## src/rtl/dss_pkg.sv

```systemverilog
package dss_pkg;
    typedef enum logic [1:0] {CS_IDLE, CS_SELECTED, CS_ARMED} cs_state_e;
    typedef enum logic [1:0] {SRC_LIVE, SRC_PEAK, SRC_HOLD, SRC_HOST} src_mode_e;

    typedef struct packed {
        logic raw;
        logic peak;
        logic hold;
        logic host;
    } ctrl_t;

    localparam int CTRL_BITS = 4;
    localparam int CTRL_CLR  = 4;
    localparam int ADDR_CTRL = 0;
    localparam int ADDR_HOST = 1;
    localparam int SEG_BASE  = 2;
endpackage

```

## src/rtl/dss_regs.sv

```systemverilog
module dss_regs
    import dss_pkg::*;
#(
    parameter int DW    = 16,
    parameter int SEG_W = 8,
    parameter int SEG_N = 4,
    parameter int AW    = 3
) (
    input  logic                   clk,
    input  logic                   rst_n,
    input  logic                   csn,
    input  logic                   wr_en,
    input  logic [AW-1:0]          wr_addr,
    input  logic [DW-1:0]          wr_data,
    output ctrl_t                  ctrl,
    output logic [DW-1:0]          host_word,
    output logic [SEG_N*SEG_W-1:0] seg_flat,
    output logic                   clr_fire
);
    localparam logic [AW-1:0] A_CTRL = AW'(ADDR_CTRL);
    localparam logic [AW-1:0] A_HOST = AW'(ADDR_HOST);

    cs_state_e state, nxt;
    logic      wr_ok, clr_wr;

    assign wr_ok  = wr_en && !csn;
    assign clr_wr = wr_ok && (wr_addr == A_CTRL) && wr_data[CTRL_CLR];

    always_ff @(posedge clk or negedge rst_n) begin
        if (!rst_n) state <= CS_IDLE;
        else        state <= nxt;
    end

    always_comb begin
        unique case (state)
            CS_IDLE, CS_SELECTED: nxt = csn ? CS_IDLE : (clr_wr ? CS_ARMED : CS_SELECTED);
            CS_ARMED:             nxt = csn ? CS_IDLE : CS_ARMED;
            default:              nxt = CS_IDLE;
        endcase
    end

    always_comb begin
        clr_fire = (state == CS_ARMED) && csn;
    end

    always_ff @(posedge clk or negedge rst_n) begin
        if (!rst_n) begin
            ctrl      <= '0;
            host_word <= '0;
        end else if (clr_fire) begin
            ctrl      <= '0;
            host_word <= '0;
        end else if (wr_ok) begin
            if (wr_addr == A_CTRL) ctrl      <= ctrl_t'(wr_data[CTRL_BITS-1:0]);
            if (wr_addr == A_HOST) host_word <= wr_data;
        end
    end

    for (genvar k = 0; k < SEG_N; k++) begin : g_seg
        localparam logic [AW-1:0] A_SEG = AW'(SEG_BASE + k);
        always_ff @(posedge clk or negedge rst_n) begin
            if (!rst_n)                          seg_flat[k*SEG_W +: SEG_W] <= '0;
            else if (clr_fire)                   seg_flat[k*SEG_W +: SEG_W] <= '0;
            else if (wr_ok && wr_addr == A_SEG)  seg_flat[k*SEG_W +: SEG_W] <= wr_data[SEG_W-1:0];
        end
    end

    // registers are zero on the cycle after the deferred clear fires
    assert_deferred_clear_R9: assert property (@(posedge clk) disable iff (!rst_n)
        clr_fire |=> (ctrl == '0) && (host_word == '0) && (seg_flat == '0));

    // deselected bus leaves the register contents unchanged
    assert_cs_gate_R8: assert property (@(posedge clk) disable iff (!rst_n)
        (csn && !clr_fire) |=> ($stable(ctrl) && $stable(host_word) && $stable(seg_flat)));
endmodule

```

## src/rtl/dss_peak.sv

```systemverilog
module dss_peak #(
    parameter int DW = 16
) (
    input  logic          clk,
    input  logic          rst_n,
    input  logic          clr,
    input  logic          conv_valid,
    input  logic [DW-1:0] conv_data,
    output logic [DW-1:0] peak_q
);
    logic seen;
    logic take;

    assign take = conv_valid && (!seen || ($signed(conv_data) > $signed(peak_q)));

    always_ff @(posedge clk or negedge rst_n) begin
        if (!rst_n) begin
            peak_q <= '0;
            seen   <= 1'b0;
        end else if (clr) begin
            peak_q <= '0;
            seen   <= 1'b0;
        end else if (take) begin
            peak_q <= conv_data;
            seen   <= 1'b1;
        end
    end

    // once a sample is held, the peak never falls until clear
    assert_peak_monotone_R5: assert property (@(posedge clk) disable iff (!rst_n)
        (seen && !clr) |=> ($signed(peak_q) >= $signed($past(peak_q))));

    // first sample after reset or clear is taken whatever its sign
    assert_first_sample_R10: assert property (@(posedge clk) disable iff (!rst_n)
        (!seen && conv_valid && !clr) |=> (peak_q == $past(conv_data)));
endmodule

```

## src/rtl/dss_disp.sv

```systemverilog
module dss_disp
    import dss_pkg::*;
#(
    parameter int DW    = 16,
    parameter int SEG_W = 8,
    parameter int SEG_N = 4
) (
    input  logic                   clk,
    input  logic                   rst_n,
    input  logic                   clr,
    input  ctrl_t                  ctrl,
    input  logic [DW-1:0]          host_word,
    input  logic [DW-1:0]          peak_word,
    input  logic                   conv_valid,
    input  logic [DW-1:0]          conv_data,
    input  logic [SEG_N*SEG_W-1:0] seg_flat,
    output logic [DW-1:0]          disp_q,
    output logic                   disp_upd,
    output logic [SEG_N*SEG_W-1:0] seg_out
);
    localparam int OW = SEG_N * SEG_W;

    src_mode_e     src;
    logic [DW-1:0] disp_nxt;

    always_comb begin
        if (ctrl.host)      src = SRC_HOST;
        else if (ctrl.hold) src = SRC_HOLD;
        else if (ctrl.peak) src = SRC_PEAK;
        else                src = SRC_LIVE;
    end

    always_comb begin
        unique case (src)
            SRC_HOST: disp_nxt = host_word;
            SRC_HOLD: disp_nxt = disp_q;
            SRC_PEAK: disp_nxt = peak_word;
            SRC_LIVE: disp_nxt = conv_valid ? conv_data : disp_q;
            default:  disp_nxt = disp_q;
        endcase
    end

    always_ff @(posedge clk or negedge rst_n) begin
        if (!rst_n) begin
            disp_q   <= '0;
            disp_upd <= 1'b0;
        end else if (clr) begin
            disp_q   <= '0;
            disp_upd <= 1'b0;
        end else begin
            disp_q   <= disp_nxt;
            disp_upd <= (disp_nxt != disp_q);
        end
    end

    always_comb begin
        seg_out = ctrl.raw ? seg_flat : {{(OW-DW){1'b0}}, disp_q};
    end

    // a frozen display keeps its value across the next edge
    assert_hold_freeze_R4: assert property (@(posedge clk) disable iff (!rst_n)
        (src == SRC_HOLD && !clr) |=> $stable(disp_q));

    // the host word reaches the display one edge later
    assert_host_follow_R3: assert property (@(posedge clk) disable iff (!rst_n)
        (src == SRC_HOST && !clr) |=> (disp_q == $past(host_word)));

    // the update pulse only follows a real change
    assert_upd_change_R7: assert property (@(posedge clk) disable iff (!rst_n)
        disp_upd |-> (disp_q != $past(disp_q)));
endmodule

```

## src/rtl/disp_src_sel.sv

```systemverilog
module disp_src_sel
    import dss_pkg::*;
#(
    parameter int DW    = 16,
    parameter int SEG_W = 8,
    parameter int SEG_N = 4,
    parameter int AW    = 3
) (
    input  logic                   clk,
    input  logic                   rst_n,
    input  logic                   csn,
    input  logic                   wr_en,
    input  logic [AW-1:0]          wr_addr,
    input  logic [DW-1:0]          wr_data,
    input  logic                   conv_valid,
    input  logic [DW-1:0]          conv_data,
    output logic [DW-1:0]          disp_word,
    output logic                   disp_upd,
    output logic [SEG_N*SEG_W-1:0] seg_out
);
    ctrl_t                  ctrl;
    logic [DW-1:0]          host_word;
    logic [DW-1:0]          peak_word;
    logic [SEG_N*SEG_W-1:0] seg_flat;
    logic                   clr_fire;

    dss_regs #(.DW(DW), .SEG_W(SEG_W), .SEG_N(SEG_N), .AW(AW)) u_regs (
        .clk(clk), .rst_n(rst_n), .csn(csn), .wr_en(wr_en),
        .wr_addr(wr_addr), .wr_data(wr_data), .ctrl(ctrl),
        .host_word(host_word), .seg_flat(seg_flat), .clr_fire(clr_fire)
    );

    dss_peak #(.DW(DW)) u_peak (
        .clk(clk), .rst_n(rst_n), .clr(clr_fire), .conv_valid(conv_valid),
        .conv_data(conv_data), .peak_q(peak_word)
    );

    dss_disp #(.DW(DW), .SEG_W(SEG_W), .SEG_N(SEG_N)) u_disp (
        .clk(clk), .rst_n(rst_n), .clr(clr_fire), .ctrl(ctrl),
        .host_word(host_word), .peak_word(peak_word), .conv_valid(conv_valid),
        .conv_data(conv_data), .seg_flat(seg_flat), .disp_q(disp_word),
        .disp_upd(disp_upd), .seg_out(seg_out)
    );
endmodule

```

## config.mk

```make
export PLATFORM = sky130hd
export DESIGN_NAME = disp_src_sel
export DESIGN_NICKNAME = d
export VERILOG_FILES = /design/src/rtl/dss_pkg.sv /design/src/rtl/dss_regs.sv /design/src/rtl/dss_peak.sv /design/src/rtl/dss_disp.sv /design/src/rtl/disp_src_sel.sv
export SDC_FILE = /design/constraint.sdc
export NUM_CORES = 1
export LEC_CHECK = 0
export BUFFER_PORTS_ARGS = -buffer_cell sky130_fd_sc_hd__clkbuf_2
export CORE_ASPECT_RATIO = 2
export CORE_MARGIN = 3
export CORE_UTILIZATION = 25
export DETAILED_ROUTE_END_ITERATION = 12
export HOLD_SLACK_MARGIN = 0.03
export SLEW_MARGIN = 40
export SYNTH_ARGS = -nofsm -noshare
export SYNTH_HDL_FRONTEND = slang
export SYNTH_SLANG_ARGS = --single-unit
export TNS_END_PERCENT = 20
```

## constraint.sdc

```tcl
create_clock -name clk -period 4.9 [get_ports clk]
set_clock_uncertainty 0.2 [all_clocks]
set_input_delay 0.49 -clock clk [delete_from_list [all_inputs] [get_ports clk]]
set_output_delay 0.49 -clock clk [all_outputs]
set_load 0.05 [all_outputs]
```

After elaboration in Yosys (flattened, before gate mapping)
Index checks and enable logic that the tools add are counted.

storage, ports and cells
  bits of input ports = 40
  logic and storage cells = 82
  bits in registers = 88

cells by class
  equal/unequal tests = 11
  reductions and logical operators = 26
  order comparisons = 1
  mux-type cells = 30

operator list
  cell                  number
  $mux W16              7
  $mux W8               8
  $pmux W16 S4          1
  $mux W32              1
  $gt A16 B16 Y1        1
  $ne A16 B16 Y1        1
  $reduce_bool A2 Y1    8
  $mux W4               3
  $mux W2               5
  $logic_and A1 B1 Y1   9
  $eq A2 B2 Y1 const B  3
  $eq A3 B2 Y1 const B  2
  $eq A3 B3 Y1 const B  2
  $eq A2 B1 Y1 const B  2
  $logic_not A2 Y1      2
  $mux W1               4
  $pmux W2 S2           1
  $reduce_and A2 Y1     2
  $eq A3 B1 Y1 const B  1
  $logic_not A3 Y1      1
  $logic_not A1 Y1      2
  $reduce_or A2 Y1      1
  $logic_or A1 B1 Y1    1

Longest topological paths before layout
Gate-level depths: netlist of the first run.

  depth in word-level cells = 7
  mapped depth = 10
  mapped depth without buffers = 8

By module
From an unflattened synthesis of the first run, not the netlist that was laid out.

unflattened totals
  cells, all modules = 662
  area total of the unflattened synthesis = 5,744.3 um2

modules (own cells, without submodules)
  module    cells each  seq. area each (um2)  area an instance (um2)  times used
  dss_regs  248         1,351.3               2,377.3                 1
  dss_disp  282         425.4                 2,062.0                 1
  dss_peak  132         425.4                 1,305.0                 1

Worst setup path before layout of the first run
No wires, ideal clock.

  path type = input to register
  start point = in conv_data[15]
  end point = reg u_peak.peak_q[10]
  setup slack = 2,509 ps
  data required time = 4,621 ps
  cell stages on the path = 9
  arrival time = 2,112 ps
  buffers on the path = 2
  library setup time = 79 ps
  cell sequence = ha_1 -> nand4_2 -> nor4_2 -> a21boi_2 -> nor4_1 -> nor3b_2 -> buf_6 -> buf_12 -> mux2i_1

between the ends
  cells in the longest elaborated chain, start to end = 4

RTL lines
  element                              RTL line            text
  start: declaration                   disp_src_sel.sv:16  input logic [DW-1:0] conv_data,
  $gt A16 B16 Y1                       dss_peak.sv:14      assign take = conv_valid && (!seen || ($signed(conv_data) > $signed(peak_q)));
  $logic_or A1 B1 Y1                   dss_peak.sv:14
  $logic_and A1 B1 Y1                  dss_peak.sv:14
  $reduce_bool A2 Y1 (no source line)  --
  end signal: assignment               dss_peak.sv:24      peak_q <= conv_data;
  end: declaration                     dss_peak.sv:9       output logic [DW-1:0] peak_q

Every way passes these cells.
A chain may end at the register's enable or synchronous reset.

Worst setup path in the final report of the first run
  start point = reg u_peak.peak_q[15]
  end point = reg u_peak.peak_q[11]

between the ends
  cells in the longest elaborated chain, start to end = 4

RTL lines
  element                              RTL line
  $gt A16 B16 Y1                       dss_peak.sv:14
  $logic_or A1 B1 Y1                   dss_peak.sv:14
  $logic_and A1 B1 Y1                  dss_peak.sv:14
  $reduce_bool A2 Y1 (no source line)  --

Every way passes these cells.

==> impl_metrics.py, run 1 <==
metrics = {
    "run_status": {
        "status": "completed",
    },
    "drt": {
        "via_per_inst": 4.90,
        "routed_wirelength_um": 16800,
        "dr.pass1.iters": 5,
        "via_count": 4533,
        "routedWlPerCell_um": 18.1,
        "drtIter0Drc": 238,
        "ant_nets": 0,
        "drcViolationCount": 0,
    },
    "sta": {
        "hold_viol": 0,
        "rsz0062_at_grt": "no",
        "max_freq_ghz": 0.324,
        "worstMarginPinSlew_ns": 0.768,
        "slew_headroom_pct": 48.7,
        "fin_crit_sh_pct": 63.0,
        "setup_tns_ns": 0,
        "period_needed_ns": 3.09,
        "slew_violations": 0,
        "setup_viol": 0,
    },
    "layout": {
        "area_growth_pct": 20.1,
        "antennaDiodeCount": 0,
        "nets": 710,
        "fin_util_pct": 30.7,
        "nFillCells": 2177,
        "drive_above_1_share_pct": 20.8,
    },
    "hold_path": {
        "whs_path_depth": 3,
        "min_path_type": "in2reg",
        "hold_start": "wr_data[9]",
    },
    "yosys": {
        "async_reset_ff_share_pct": 100,
        "synth-compound-area-share_pct": 16.3,
        "synth-seq-cells": 88,
        "syn_avg_cell_area_um2": 9.01,
        "syn_nets": 637,
        "ys_seq_area_share_pct": 42.1,
        "yosysUniqueCellTypes": 61,
        "yosys_warnings": 0,
        "netlist_instances": 581,
        "synth_area_um2": 5240,
        "synth_top_family_by_area": "simple AND/OR/NAND/NOR gates",
        "synth_edf_count": 0,
        "synth_xor_area_share_pct": 1.17,
        "yosys.area_share.simple_pct": 18.6,
        "synth_flop_cell": "dfrtp_1",
        "synth_mux_area_share_pct": 12.5,
        "synth-adder-area-share_pct": 3.82,
    },
    "floorplan": {
        "core_um2": 20500,
        "fp.dieW_um": 108,
        "row_count": 74,
        "start_util_pct": 25.6,
        "die_h_um": 211,
        "dieArea_um2": 22800,
        "io_pins": 89,
    },
    "cts": {
        "clockBufferDepth": 2,
        "cts.sinks": 88,
        "cts_max_level": 3,
        "cts_resized": 0,
        "clock_latency_ns": 0.35,
        "path_clk_slew_ns": 0.07,
        "cts_tree": "yes",
        "root_buffer": "clkbuf_16",
        "numCtsBuffers": 9,
    },
    "global_routing": {
        "grt_usage_pct": 15.3,
        "grt.overflow.total": 0,
        "grt_pass1_vias": 4718,
        "antenna_found_initial": 0,
        "grt_pass1_wl_um": 26500,
        "grt_max_degree": 46,
    },
    "setup_path": {
        "cp_cell_sequence": "inv_1 > ha_1 > nand4_2 > nor4_2 > a21boi_2 > nor4_1 > nor3b_2 > buf_4 > mux2i_1",
        "cp_max_fo": 10,
        "critPathRequiredTime_ns": 4.97,
        "arrival_ns": 3.16,
        "worst-setup-path-type": "reg2reg",
        "ff2ff_path_depth": 9,
        "crit_start": "u_peak.peak_q[15]",
        "slowest_delay_ns": 0.57,
        "cp-end-kind": "register",
        "critPathLaunchType": "register",
        "r2r-start": "u_peak.peak_q[15]",
        "slowest_stage": "nor3b_2",
    },
    "flow_run": {
        "drv_cap": 0,
    },
    "power_and_ir_drop": {
        "max-vdd-ir-drop_mv": 0.253,
        "leakage_nw": 3.07,
        "p_per_area_nw_per_um2": 595,
    },
    "placed_design": {
        "port_buffers": 88,
        "dp_hpwl_um": 12800,
        "place.gp.congestion": 0.916,
    },
}
## cell usage after synthesis (3+ instances only)
library cell / instances / share of area [%]
buf_1: 3 / 0.22
mux2i_1: 52 / 9.9
nand2_1: 91 / 6.5
buf_2: 4 / 0.38
o21ai_0: 9 / 0.86
a21o_1: 5 / 0.72
xor2_1: 3 / 0.50
nand2b_1: 4 / 0.48
clkbuf_1: 28 / 2.0
a211oi_1: 4 / 0.57
nand4_1: 3 / 0.36
and2_1: 18 / 2.2
o221ai_1: 8 / 1.3
a2bb2oi_1: 4 / 0.67
inv_1: 29 / 2.1
o211ai_1: 5 / 0.72
nand3_1: 12 / 1.1
a21oi_1: 37 / 3.5
a22oi_1: 9 / 1.3
dfrtp_1: 88 / 42
mux2_2: 12 / 2.6
nor2b_1: 4 / 0.48
xnor2_1: 4 / 0.67
o21ai_1: 12 / 1.1
o22ai_1: 11 / 1.3
or3_1: 3 / 0.36
nand3b_1: 4 / 0.57
a221oi_1: 3 / 0.50
ha_1: 16 / 3.8
nor2_1: 54 / 3.9
nor3b_1: 3 / 0.43
## power by group
part	leakage, nW	internal (W)	switching (W)
Clock	0.157	0.000427	0.000312
Combinational	1.83	0.000581	0.00119
Sequential	1.07	0.000954	0.000281
Total	3.07	0.00196	0.00178
## logic make-up (layout without fill, tap and decap cells)
kind of cell / Yosys count / in the layout
and+or+nand+nor: 210 / 210
DFF: 88 / 88
muxes: 64 / 64
buffers and inverters: 68 / 146
AOI/OAI and AO/OA: 128 / 128
xor gates and xnor gates: 7 / 7
adders and majority gates: 16 / 16
## through the flow
step	instances	worst slack [ns]	instance area (um2)	total power, W	hold slack, ns
final	925	1.81	6290	0.00374	0.130
after global routing	925	1.57	6290	0.00398	0.133
after CTS	925	1.78	6290	0.00376	0.125
after detailed placement	908	1.66	5960	0.00302	0.220
after global placement	905	1.75	5910	0.00301	0.241
after floorplan	581	2.51	5240	0.00254	-0.00559
## worst paths after layout
kind | to | slack [ns]
worst max-delay path | u_peak.peak_q[11] | 1.81
worst min-delay path | u_regs.host_word[9] | 0.13
worst max register to register | u_peak.peak_q[11] | 1.81
worst min register to register | u_regs.state[0] | 0.27
max in group asynchronous | u_regs.host_word[0] | 3.14
min in group asynchronous | u_regs.host_word[15] | 0.39
## critical path, delay by kind of cell, from the launching register on
kind                     cells  cell delay [ns]
AO/OA/AOI/OAI                1             0.23
adder cells (fa/ha/maj)      1             0.37
buffers and inverters        2             0.40
flip-flops                   1             0.42
multiplexers                 1             0.22
AND/OR/NAND/NOR              4             1.16
## state kept, by name, indices dropped and copies added, names as in the netlist
name	flops
u_regs.host_word	16
u_peak.seen	1
u_regs.seg_flat	32
u_disp.disp_upd	1
u_disp.disp_q	16
u_regs.state	2
u_peak.peak_q	16
u_regs.ctrl	4
## cell usage in the layout (no fill, tap or decap), types with 3 or more instances in the layout
master,synthesis,routed
a21o_1,5,5
o22ai_1,11,11
o21ai_0,9,9
a21oi_1,37,37
a2bb2oi_1,4,4
mux2i_1,52,52
ha_1,16,16
nor3b_1,3,3
inv_1,29,29
nand2b_1,4,4
buf_4,0,8
xor2_1,3,3
or3_1,3,3
clkbuf_2,0,87
a221oi_1,3,3
mux2_2,12,12
nor2b_1,4,4
clkbuf_16,0,9
dfrtp_1,88,88
nor2_1,54,53
nand3_1,12,12
nand2_1,91,91
nand3b_1,4,4
and2_1,18,18
nand4_1,3,3
o211ai_1,5,5
xnor2_1,4,4
a211oi_1,4,4
a22oi_1,9,9
o221ai_1,8,8
o21ai_1,12,12
## metal layers
metal / vias up / wire [um] / GRT usage, %
met5: - / 0 / 0
met4: 0 / 540 / 6.58
met3: 31 / 667 / 2.54
met2: 114 / 8930 / 27.6
met1: 2207 / 6620 / 17.5
li1: 2181 / - / -
## cell type report
cell class,instances,area [um2],area share (%)
clock buffers,11,253,4.02
well taps,266,333,5.29
inverters,31,116,1.85
repair buffers,99,556,8.83
multi-input cells,425,2770,44.0
flip-flops and latches,88,2200,35.0
clock inverters,5,61.3,0.975
## what timing repair did
item / 4_1_cts / 5_1_grt
setup buffers: 0 / 0
hold buffers: 1 / 0
endpoints found under the hold margin: 21 / 0
(Power assumes the default switching activity.)
==> run 2, diff against run 1 <==
==> constraint.sdc (replaced) <==
create_clock -name clk -period 3.2 [get_ports clk]
set_clock_uncertainty 0.2 [all_clocks]
set_input_delay 0.32 -clock clk [delete_from_list [all_inputs] [get_ports clk]]
set_output_delay 0.32 -clock clk [all_outputs]
set_load 0.05 [all_outputs]
==> run 2 against run 1 <==
  * Count of clock-buffer cells in the layout down 1
  * Sequential power up 59%
  * Hold slack worse by 0.081 ns
  * Critical path type unchanged
  * Critical endpoint is now u_disp.disp_upd
  * Largest power group unchanged
==> impl_metrics.py, run 2 (synthesis gave the netlist of run 1 again) <==
metrics = {
    "setup_path": {
        "critPathLaunchType": "register",
        "slowest_delay_ns": 0.75,
        "slowest_stage": "dfrtp_1",
        "cp-end-kind": "register",
        "critPathRequiredTime_ns": 3.20,
        "cp_max_fo": 23,
        "worst-setup-path-type": "reg2reg",
        "arrival_ns": 2.75,
        "critPathBufInv": 0,
        "cp_cell_sequence": "nand2b_1 > o22ai_1 > a222oi_1 > a21oi_1 > a221oi_1 > a31oi_1",
        "critical-path-top-delay-family": "compound AO/OA/AOI/OAI gates",
    },
    "drt": {
        "routedWlPerCell_um": 18.5,
        "via_count": 4587,
        "drtIter0Drc": 270,
        "drcViolationCount": 0,
        "dr.pass1.iters": 5,
        "via_per_inst": 4.90,
        "routed_wirelength_um": 17300,
        "ant_nets": 0,
    },
    "sta": {
        "hold_ws_ns": 0.0494,
        "slew_headroom_pct": 54.9,
        "max_freq_ghz": 0.364,
        "slew_violations": 0,
        "worstMarginPinSlew_ns": 0.674,
        "rsz0062_at_grt": "no",
        "setup_tns_ns": 0,
        "hold_viol": 0,
        "fin_crit_sh_pct": 86.0,
        "setup_viol": 0,
        "period_needed_ns": 2.75,
    },
    "power_and_ir_drop": {
        "max-vdd-ir-drop_mv": 0.438,
        "p_int_w": 0.00308,
        "leakage_nw": 3.11,
        "seq_power_share_pct": 33.7,
        "swShare_pct": 47.1,
        "clkPwrFrac_pct": 20.2,
        "netSwitchingPower_w": 0.00275,
        "p_per_area_nw_per_um2": 911,
        "pwr-share-comb_pct": 46.1,
    },
    "cts": {
        "cts_resized": 0,
        "clock_latency_ns": 0.35,
        "cts.sinks": 88,
        "cts_max_level": 3,
        "cts_tree": "yes",
        "root_buffer": "clkbuf_16",
        "postCtsHoldBufs": 11,
        "numCtsBuffers": 9,
        "cts_setup_buffers": 0,
        "clockBufferDepth": 2,
        "path_clk_slew_ns": 0.07,
    },
    "layout": {
        "area_growth_pct": 22.1,
        "drive_above_1_share_pct": 20.7,
        "regMostFlops": "u_regs.seg_flat",
        "nets": 721,
        "layout_common_cells": "91 x nand2_1, 87 x clkbuf_2, 87 x dfrtp_1",
        "largest_register_ffs": 32,
        "layout_commonest_cell": "nand2_1",
        "antennaDiodeCount": 0,
        "postLayoutCellArea_um2": 6390,
    },
    "floorplan": {
        "io_pins": 89,
        "die_h_um": 211,
        "row_count": 74,
        "core_um2": 20500,
        "fp.dieW_um": 108,
        "dieArea_um2": 22800,
        "start_util_pct": 25.6,
    },
    "global_routing": {
        "grt.overflow.total": 0,
        "antenna_found_initial": 0,
        "grt_pass1_vias": 4794,
        "grt_usage_pct": 15.7,
        "grt_pass1_wl_um": 27100,
        "grt_max_degree": 53,
    },
    "hold_path": {
        "min_path_type": "in2reg",
    },
    "placed_design": {
        "place.gp.congestion": 0.932,
        "dp_hpwl_um": 13200,
        "place_area_um2": 5950,
        "port_buffers": 88,
    },
    "run_status": {
        "status": "completed",
    },
    "flow_run": {
        "drv_cap": 0,
    },
}
-- run 2: cell types whose count changed in the layout (fill, tap and decap cells not counted), sizes merged --
cell | before | now
dlygate4sd3 | 1 | 11
buf | 11 | 12
bufinv | 1 | 2
clkbuf | 98 | 97
clkinv | 2 | 3
inv | 33 | 32
-- run 2: path summary, 6_finish.rpt --
kind | to | from | cells after the start | slack, ns
max | u_disp.disp_upd | u_regs.ctrl[2] | 6 | 0.45
min | u_peak.peak_q[10] | conv_data[10] | 3 | 0.05
max reg2reg | u_disp.disp_upd | u_regs.ctrl[2] | 6 | 0.45
min reg2reg | u_regs.state[0] | u_regs.state[1] | 1 | 0.27
max in group asynchronous | u_regs.ctrl[3] | rst_n | 3 | 1.77
min in group asynchronous | u_regs.host_word[8] | rst_n | 2 | 0.33
-- run 2: metal layers --
| metal | vias to the layer above | GRT usage [%] | wire length (um) |
|---|---|---|---|
| met3 | 45 | 2.54 | 818 |
| met4 | 0 | 9.59 | 953 |
| met1 | 2209 | 16.1 | 6290 |
| li1 | 2192 | - | - |
| met2 | 141 | 29.0 | 9270 |
| met5 | - | 0 | 0 |
-- run 2: worst min-delay path, cell delays in order --
cell and delay, ns:
clkbuf_2 0.12, nand2_1 0.06, mux2i_1 0.06
-- run 2: power groups by stage --
stage | combinational, W | sequential, W | clock (W)
after floorplan | 0.00184 | 0.00205 | 0
after global placement | 0.00266 | 0.00198 | 0
after detailed placement | 0.00268 | 0.00198 | 0
after CTS | 0.00270 | 0.00196 | 0.00121
after global routing | 0.00293 | 0.00201 | 0.00124
final | 0.00268 | 0.00196 | 0.00118
-- run 2: stage by stage --
stage	utilization, %	cells	total power (W)	setup WS (ns)
finish	31.2	936	0.00583	0.449
detailed placement	29.1	909	0.00467	0.526
global placement	29.1	909	0.00464	0.541
global route	31.2	936	0.00619	0.329
floorplan	-	581	0.00388	0.875
CTS	31.2	936	0.00588	0.517
-- run 2: cell type report --
cell class                 count  area (um2)
inverter                      31         116
multi-input combinational    425        2760
tap                          266         333
sequential                    88        2200
clock buffer                  10         239
clock inverter                 6        91.3
timing repair buffer         110         648
fill                        2138       14100
==> run 3, diff against run 2 <==
--- a/config.mk
+++ b/config.mk
@@ -9,6 +9,7 @@
 export CORE_ASPECT_RATIO = 2
 export CORE_MARGIN = 3
 export CORE_UTILIZATION = 25
+export CTS_BUF_LIST = sky130_fd_sc_hd__clkbuf_8
 export DETAILED_ROUTE_END_ITERATION = 12
 export HOLD_SLACK_MARGIN = 0.03
 export SLEW_MARGIN = 40
==> run 3 against run 2 <==
  * Die area stayed put
  * Largest cell class unchanged
  * Clock power decreased by 24%
  * Sequential cell count unchanged
  * Largest power group unchanged
  * Highest routed layer unchanged
  * Sequential power hardly changed
  * Cell count is 1.2% higher
  * Maximum frequency up 0.27%
==> impl_metrics.py, run 3 (synthesis gave the netlist of run 1 again) <==
metrics = {
    "run_status": {
        "status": "completed",
    },
    "floorplan": {
        "core_um2": 20500,
        "die_h_um": 211,
        "io_pins": 89,
        "start_util_pct": 25.6,
        "fp.dieW_um": 108,
        "dieArea_um2": 22800,
        "row_count": 74,
    },
    "drt": {
        "routed_wirelength_um": 17400,
        "ant_nets": 0,
        "drtIter0Drc": 296,
        "drcViolationCount": 0,
        "routedWlPerCell_um": 18.4,
        "routed-wl-met2_um": 9390,
        "dr.pass1.iters": 5,
        "wl_met1_um": 6380,
        "wl_met3_um": 765,
        "via_count": 4642,
        "dr.max_layer_used": "met4",
        "via_per_inst": 4.90,
    },
    "power_and_ir_drop": {
        "p_per_area_nw_per_um2": 869,
        "leakage_nw": 3.11,
        "max-vdd-ir-drop_mv": 0.335,
    },
    "setup_path": {
        "slowest_delay_ns": 0.54,
        "cp-end-kind": "register",
        "slowest_stage": "dlygate4sd3_1",
        "critPathRequiredTime_ns": 3.30,
        "arrival_ns": 2.84,
        "cp_max_fo": 9,
        "critPathLaunchType": "input pin",
        "worst-setup-path-type": "in2reg",
        "cp_cell_sequence": "dlygate4sd3_1 > clkbuf_2 > ha_1 > nand4_2 > nor4_2 > a21boi_2 > nor4_1 > nor3b_2 > buf_4 > mux2i_1",
    },
    "global_routing": {
        "grt_pass1_wl_um": 27200,
        "grt_max_degree": 53,
        "grt_usage_pct": 15.7,
        "grt_pass1_vias": 4875,
        "grt.overflow.total": 0,
        "antenna_found_initial": 0,
    },
    "layout": {
        "regMostFlops": "u_regs.seg_flat",
        "area_growth_pct": 22.3,
        "layout_commonest_cell": "nand2_1",
        "multi_input_area_um2": 2760,
        "fin_cells": 947,
        "largest_register_ffs": 32,
        "nFillCells": 2146,
        "fin_util_pct": 31.3,
        "drive_above_1_share_pct": 20.4,
        "antennaDiodeCount": 0,
        "layout_common_cells": "91 x nand2_1, 87 x clkbuf_2, 87 x dfrtp_1",
        "nets": 732,
        "register_area_um2": 2200,
    },
    "sta": {
        "period_needed_ns": 2.74,
        "setup_tns_ns": 0,
        "slew_violations": 0,
        "hold_viol": 0,
        "fin_crit_sh_pct": 85.7,
        "rsz0062_at_grt": "no",
        "fin_ws_ns": 0.457,
        "max_freq_ghz": 0.365,
        "setup_viol": 0,
        "slew_headroom_pct": 53.4,
        "worstMarginPinSlew_ns": 0.696,
    },
    "flow_run": {
        "drv_cap": 0,
    },
    "cts": {
        "clockBufferDepth": 2,
        "numCtsBuffers": 9,
        "path_clk_slew_ns": 0.10,
        "root_buffer": "clkbuf_8",
        "cts_resized": 0,
        "cts.sinks": 88,
        "cts_max_level": 3,
        "clock_latency_ns": 0.38,
        "postCtsHoldBufs": 22,
        "cts_setup_buffers": 0,
        "cts_tree": "yes",
    },
    "placed_design": {
        "place.gp.congestion": 0.932,
        "dp_hpwl_um": 13200,
        "port_buffers": 88,
        "dp.cells": 909,
        "dp_worst_setup_slack_ns": 0.526,
    },
    "hold_path": {
        "min_path_type": "in2reg",
    },
}
[run 3: final timing paths]
path                                  from                   to  slack (ns)  cells after the start
max                          conv_data[15]     u_peak.peak_q[4]        0.46                     10
min                           conv_data[5]     u_peak.peak_q[5]        0.05                      3
max reg2reg                 u_regs.ctrl[2]      u_disp.disp_upd        0.46                      6
min reg2reg                u_regs.state[1]      u_regs.state[0]        0.28                      1
max in group asynchronous            rst_n  u_regs.seg_flat[20]        1.80                      3
min in group asynchronous            rst_n  u_regs.host_word[8]        0.31                      2
[run 3: critical path, delay by kind of cell]
family                     cells  cell delay [ns]
buffers and inverters          3             0.94
and+or+nand+nor                4             0.79
adders and majority gates      1             0.37
AOI/OAI and AO/OA              1             0.23
muxes                          1             0.20
[run 3: power by group]
part / switching, W / internal (W)
logic: 0.00178 / 0.000918
clock network: 0.000435 / 0.000466
registers: 0.000506 / 0.00146
total: 0.00272 / 0.00284
[run 3: stage by stage]
stage | instance area, um2 | total power [W] | hold slack [ns]
6_report | 6400 | 0.00556 | 0.0478
5_1_grt | 6400 | 0.00592 | 0.0320
4_1_cts | 6400 | 0.00561 | 0.0317
3_5_place_dp | 5950 | 0.00467 | 0.178
3_3_place_gp | 5950 | 0.00464 | 0.172
2_1_floorplan | 5240 | 0.00388 | -0.176
[run 3: per-layer routing]
layer  track usage [%]  up-vias
met2              29.0      137
met4              9.24        0
met5                 0        -
li1                  -     2216
met3              2.54       41
met1              16.2     2248
[run 3: area by class of cell]
type                       count  area share [%]
inverter                      31            1.82
tap                          266            5.20
timing repair buffer         121            11.8
clock buffer                  10            2.15
sequential                    88            34.4
clock inverter                 6            1.43
multi-input combinational    425            43.1
